File: config.mk
export PLATFORM = sky130hd
export DESIGN_NAME = prg_bank_mapper
export DESIGN_NICKNAME = d
export VERILOG_FILES = /design/src/rtl/prg_bank_pkg.sv /design/src/rtl/prg_wr_decode.sv /design/src/rtl/prg_reg_file.sv /design/src/rtl/prg_bank_calc.sv /design/src/rtl/prg_bank_mapper.sv
export SDC_FILE = /design/constraint.sdc
export NUM_CORES = 1
export LEC_CHECK = 0
export BUFFER_PORTS_ARGS = -buffer_cell sky130_fd_sc_hd__buf_2
export CAP_MARGIN = 20
export CORE_ASPECT_RATIO = 0.5
export CORE_MARGIN = 3
export CORE_UTILIZATION = 48
export CTS_CLUSTER_DIAMETER = 40
export DETAILED_ROUTE_END_ITERATION = 6
export PLACE_DENSITY = 0.79
export SLEW_MARGIN = 20
export SYNTH_ARGS = -nofsm -noshare
export SYNTH_HDL_FRONTEND = slang
export SYNTH_HIERARCHICAL = 1
export SYNTH_SLANG_ARGS = --single-unit
File: constraint.sdc
create_clock -name clk -period 1 [get_ports clk]
set_input_delay 0.05 -clock clk [delete_from_list [all_inputs] [get_ports clk]]
set_output_delay 0.05 -clock clk [all_outputs]
set_load 0.005 [all_outputs]
File: src/rtl/prg_bank_pkg.sv
package prg_bank_pkg;

  typedef enum logic [1:0] {
    PM_FIXED   = 2'd0,
    PM_PAIR16  = 2'd1,
    PM_DIRECT  = 2'd2,
    PM_REVERSE = 2'd3
  } prg_mode_e;

  typedef struct packed {
    logic      low_en;
    logic      nt_rom;
    logic [1:0] chr_mode;
    logic      top_sw;
    prg_mode_e pmode;
  } mode_cfg_t;

  localparam logic [15:0] DEC_MASK  = 16'hF007;
  localparam logic [15:0] PRG_BASE  = 16'h8000;
  localparam logic [15:0] MODE_ADDR = 16'hD000;
  localparam int          WIN_CNT   = 4;

  function automatic mode_cfg_t unpack_mode(input logic [7:0] d);
    mode_cfg_t m;
    m.low_en   = d[7];
    m.nt_rom   = d[5];
    m.chr_mode = d[4:3];
    m.top_sw   = d[2];
    m.pmode    = prg_mode_e'(d[1:0]);
    return m;
  endfunction

endpackage

File: src/rtl/prg_wr_decode.sv
module prg_wr_decode
  import prg_bank_pkg::*;
#(
  parameter int ADDR_W  = 16,
  parameter int REG_CNT = 4
) (
  input  logic              wr_en,
  input  logic [ADDR_W-1:0] wr_addr,
  output logic [REG_CNT-1:0] reg_we,
  output logic              mode_we
);
  logic [ADDR_W-1:0] masked;

  always_comb masked = wr_addr & ADDR_W'(DEC_MASK);

  for (genvar i = 0; i < REG_CNT; i++) begin : g_reg_dec
    localparam logic [ADDR_W-1:0] HIT = ADDR_W'(PRG_BASE) | ADDR_W'(i);
    always_comb reg_we[i] = wr_en && (masked == HIT);
  end

  always_comb mode_we = wr_en && (masked == ADDR_W'(MODE_ADDR));
endmodule

File: src/rtl/prg_reg_file.sv
module prg_reg_file
  import prg_bank_pkg::*;
#(
  parameter int NUM_BANKS = 64,
  parameter int REG_CNT   = 4,
  parameter int DATA_W    = 8
) (
  input  logic                      clk,
  input  logic                      rst_n,
  input  logic [REG_CNT-1:0]        reg_we,
  input  logic                      mode_we,
  input  logic [DATA_W-1:0]         wr_data,
  output logic [REG_CNT*DATA_W-1:0] regs_flat,
  output mode_cfg_t                 mode_cfg
);
  for (genvar i = 0; i < REG_CNT; i++) begin : g_bank_reg
    localparam logic [DATA_W-1:0] RST_VAL = DATA_W'(NUM_BANKS - REG_CNT + i);
    logic [DATA_W-1:0] q;
    always_ff @(posedge clk or negedge rst_n) begin
      if (!rst_n)         q <= RST_VAL;
      else if (reg_we[i]) q <= wr_data;
    end
    always_comb regs_flat[i*DATA_W +: DATA_W] = q;
  end

  always_ff @(posedge clk or negedge rst_n) begin
    if (!rst_n)       mode_cfg <= '0;
    else if (mode_we) mode_cfg <= unpack_mode(wr_data[7:0]);
  end
endmodule

File: src/rtl/prg_bank_calc.sv
module prg_bank_calc
  import prg_bank_pkg::*;
#(
  parameter int NUM_BANKS = 64,
  parameter int DATA_W    = 8,
  parameter int BANK_W    = $clog2(NUM_BANKS)
) (
  input  logic [WIN_CNT*DATA_W-1:0] regs_flat,
  input  mode_cfg_t                 mode_cfg,
  output logic [WIN_CNT*BANK_W-1:0] win_flat,
  output logic [BANK_W-1:0]         low_bank,
  output logic                      low_valid
);
  localparam logic [BANK_W-1:0] LAST = BANK_W'(NUM_BANKS - 1);

  logic [BANK_W-1:0] r [WIN_CNT];
  logic [BANK_W-1:0] top_page [WIN_CNT];

  for (genvar i = 0; i < WIN_CNT; i++) begin : g_slice
    always_comb r[i] = regs_flat[i*DATA_W +: BANK_W];
    always_comb top_page[i] = BANK_W'(NUM_BANKS - WIN_CNT + i);
  end

  for (genvar w = 0; w < WIN_CNT; w++) begin : g_win
    logic [BANK_W-1:0] pg;
    always_comb begin
      unique case (mode_cfg.pmode)
        PM_FIXED:   pg = top_page[w];
        PM_PAIR16:  pg = (w < 2) ? {r[1][BANK_W-2:0], 1'(w)} : top_page[w];
        PM_DIRECT:  pg = (mode_cfg.top_sw || w < WIN_CNT - 1) ? r[w] : LAST;
        PM_REVERSE: pg = r[WIN_CNT-1-w];
        default:    pg = top_page[w];
      endcase
    end
    always_comb win_flat[w*BANK_W +: BANK_W] = pg;
  end

  always_comb begin
    low_valid = (mode_cfg.pmode == PM_DIRECT) && !mode_cfg.top_sw && mode_cfg.low_en;
    low_bank  = low_valid ? r[WIN_CNT-1] : '0;
  end
endmodule

File: src/rtl/prg_bank_mapper.sv
module prg_bank_mapper
  import prg_bank_pkg::*;
#(
  parameter int NUM_BANKS = 64,
  parameter int ADDR_W    = 16,
  parameter int DATA_W    = 8,
  localparam int BANK_W   = $clog2(NUM_BANKS)
) (
  input  logic              clk,
  input  logic              rst_n,
  input  logic              wr_en,
  input  logic [ADDR_W-1:0] wr_addr,
  input  logic [DATA_W-1:0] wr_data,
  output logic [BANK_W-1:0] win0_bank,
  output logic [BANK_W-1:0] win1_bank,
  output logic [BANK_W-1:0] win2_bank,
  output logic [BANK_W-1:0] win3_bank,
  output logic [BANK_W-1:0] low_bank,
  output logic              low_valid,
  output logic [1:0]        chr_mode,
  output logic              nt_from_rom
);
  logic [WIN_CNT-1:0]        reg_we;
  logic                      mode_we;
  logic [WIN_CNT*DATA_W-1:0] regs_flat;
  mode_cfg_t                 mode_cfg;
  logic [WIN_CNT*BANK_W-1:0] win_flat;

  prg_wr_decode #(.ADDR_W(ADDR_W), .REG_CNT(WIN_CNT)) u_dec (
    .wr_en(wr_en), .wr_addr(wr_addr), .reg_we(reg_we), .mode_we(mode_we)
  );

  prg_reg_file #(.NUM_BANKS(NUM_BANKS), .REG_CNT(WIN_CNT), .DATA_W(DATA_W)) u_regs (
    .clk(clk), .rst_n(rst_n), .reg_we(reg_we), .mode_we(mode_we),
    .wr_data(wr_data), .regs_flat(regs_flat), .mode_cfg(mode_cfg)
  );

  prg_bank_calc #(.NUM_BANKS(NUM_BANKS), .DATA_W(DATA_W), .BANK_W(BANK_W)) u_calc (
    .regs_flat(regs_flat), .mode_cfg(mode_cfg), .win_flat(win_flat),
    .low_bank(low_bank), .low_valid(low_valid)
  );

  always_comb begin
    win0_bank   = win_flat[0*BANK_W +: BANK_W];
    win1_bank   = win_flat[1*BANK_W +: BANK_W];
    win2_bank   = win_flat[2*BANK_W +: BANK_W];
    win3_bank   = win_flat[3*BANK_W +: BANK_W];
    chr_mode    = mode_cfg.chr_mode;
    nt_from_rom = mode_cfg.nt_rom;
  end
endmodule

==> run summary <==
met2 usage: 39.09%
number of placement rows: 15
H-tree level count: 2
category of the worst setup path capture point: primary output
crit-path leading delay family: buffers and inverters
overall die width: 96.41 µm
largest stage delay on the critical path: 0.41 ns
Inserted Clock Buffers: 5
sequential group share of total power: 41.8%
total number of vias: 1514
layer carrying the most global-route usage: met2
highest clock rate: 658.0 MHz
CP Cell Sequence: buf_6, buf_12, mux2i_1, a2bb2oi_1, buf_2
startpoint type of the worst setup path: flip-flop
part of the total power dissipated in the clock network: 35.1%
Worst Skew: 0 ns
start-to-end type of the worst setup path: flip-flop to primary output
share of final-layout standard cells stronger than drive strength 1: 75.58%
Worst R2R End: u_regs/mode_cfg[0]
# Max-Cap Violations: 0
FILL cells: 251
Cell Int Power: 0.002723 W
type of the most critical hold path: input port to flip-flop
power density over the cells: 1356 nW/µm²
crit-path max FO: 8
clock tree buffer depth: 2
vias in the first global route: 1584
Avg Cell Area, Syn: 13.26 µm²
core region area: 3679 µm²
sum of net half-perimeters after detailed placement: 3209 µm
clock insertion delay at the later pin of the skew report: 0.29 ns
critical-path cell with the highest stage delay: sky130_fd_sc_hd__dfrtp_1
number of nets in the layout: 243
Hold Violations, Final: 0
flip-flop and latch area: 802.0 µm²
detailed-route DRC error count: 0
final RePlAce weighted congestion: 0.7407
I/O Pins: 61
actual slew at the worst max-slew pin: 0.3078 ns
net switching component of the power: 0.0009846 W
Max-Slew Margin vs Limit: 79.48%
worst hold endpoint: u_regs/g_bank_reg[3].q[2]
Clk pin slew, worst setup/hold paths: 0.07 ns
max-slew violations: 0
CP Launch Point: u_regs/mode_cfg[1]
average detailed-routed wire length per instance: 20.81 µm
number of cells in the finished layout apart from fillers: 268
Antenna diodes: 0
final standard cell area without fillers: 2734 µm²
number of buffer and inverter stages on the critical path: 3
startpoint of the lowest-slack hold path: wr_data[2]
count of nets left with antenna violations after detail routing: 0
starting density of the core: 53.33%
area of combinational cells with multiple inputs: 1192 µm²
critical register-to-register path startpoint: u_regs/mode_cfg[0]
met1 track demand over resource: 29.37%
maximum number of pins on one net before global-route repair: 32
post-route clock period utilization: 152.0%
Cell Area, Placed: 2327 µm²
Min-Delay Path Depth: 2
unrepaired setup endpoints after global routing: true
Post-Syn Area: 1962 µm²
depth of the worst register-to-register path: 2
initial antenna violation count: 0
critical path arrival: 1.47 ns
via count normalized by instance count: 5.649
count of TritonRoute iterations in the first routing pass: 4
outcome: finished with violations
GRT Overall Usage: 22.73%
critical path depth in cells: 5
I/O Buffers: 50
violated checks: negative setup slack
min cycle time layout: 1.520 ns
met3 capacity usage during global routing: 4.559%
Clock Sinks: 31
fin worst setup slack: -0.5198 ns
root buf cell: sky130_fd_sc_hd__clkbuf_8
placed instance count: 253
layout-stage area growth over the synthesis result: 39.35%
number of nets in the synthesized netlist: 175
part of the total power dissipated in combinational logic: 23.1%
Detailed Route WL: 5576 µm
GRT overflow: 0
number of DRC markers after the initial detailed-route iteration: 57
die area: 4937 µm²
Yosys warnings: 6
Worst Path Required: 0.95 ns
total leakage power: 1.171 nW
Synth Instances: 148
switching portion of total power: 26.56%
Finish-stage setup viols: 39
maximum resistive drop on vdd: 669.9 µV
wire length of the first global-routing pass: 8217 µm
Die Height: 51.21 µm
clock tree from TritonCTS: yes
internal reg-to-reg setup slack: -0.02 ns
-- power groups by stage --
stage / logic (W) / clock network [W] / registers [W]
final: 0.000855 / 0.00130 / 0.00155
after global routing: 0.000912 / 0.00140 / 0.00157
after CTS: 0.000788 / 0.00130 / 0.00153
after detailed placement: 0.000691 / 0 / 0.00153
after global placement: 0.000666 / 0 / 0.00153
after floorplan: 0.000442 / 0 / 0.00150
-- worst max path at each step --
stage | slack [ns] | end
6_report | -0.52 | win1_bank[2]
5_1_grt | -0.55 | win1_bank[2]
4_1_cts | -0.49 | win0_bank[1]
3_5_place_dp | -0.34 | u_regs/g_bank_reg[2].q[0]
3_3_place_gp | -0.31 | u_regs/g_bank_reg[1].q[1]
2_1_floorplan | -0.17 | u_regs/g_bank_reg[1].q[1]
-- placed cells by master (no fill, tap or decap), types with 3 or more instances in the layout --
master,count
sky130_fd_sc_hd__buf_2,41
sky130_fd_sc_hd__nor2b_1,7
sky130_fd_sc_hd__mux2i_1,12
sky130_fd_sc_hd__buf_6,15
sky130_fd_sc_hd__dfrtp_1,10
sky130_fd_sc_hd__nand2_1,7
sky130_fd_sc_hd__buf_4,12
sky130_fd_sc_hd__and2_4,5
sky130_fd_sc_hd__a2bb2oi_2,3
sky130_fd_sc_hd__mux2_4,33
sky130_fd_sc_hd__dfstp_2,20
sky130_fd_sc_hd__o21ai_1,6
sky130_fd_sc_hd__a2bb2oi_1,5
sky130_fd_sc_hd__clkbuf_8,6
sky130_fd_sc_hd__nor3b_2,5
-- timing repair --
item / CTS / global route
endpoints found under the hold margin: 32 / 0
hold buffers: 2 / 0
buffers inserted: 3 / 3
resized for setup: 23 / 29
cloned: 1 / 0
setup endpoints to repair: 40 / 52
pin swaps: 19 / 12
-- flip-flops by register name (all words and copies together) (netlist names) --
name             flops
u_regs/g_bank.q     24
u_regs/mode_cfg      7
-- per-layer routing --
layer | routed length, µm | vias up
met4 | 229 | 0
met2 | 2720 | 63
met3 | 286 | 17
met1 | 2339 | 767
met5 | 0 | -
li1 | - | 667
-- through the flow --
step	setup slack (ns)	util, %	power (W)	hold slack, ns	TNS [ns]
2_1_floorplan	-0.1726	-	0.001939	-0.2456	-3.632
3_3_place_gp	-0.3134	63.27	0.002191	0.007275	-10.96
3_5_place_dp	-0.3385	63.27	0.002224	0.01555	-12.58
4_1_cts	-0.4928	70.92	0.003611	0.06339	-12.86
5_1_grt	-0.5538	74.32	0.003878	0.06066	-15.75
6_report	-0.5198	74.32	0.003707	0.06414	-13.93
-- area by class of cell --
type | instances | share of cell area [%]
clock buffers | 6 | 3.021
clock inverters | 2 | 1.281
inverters | 1 | 0.1373
multi-input cells | 103 | 43.62
flip-flops and latches | 31 | 29.34
well taps | 51 | 2.334
repair buffers | 74 | 20.27
Note: power is estimated with default switching activity, not from simulation.
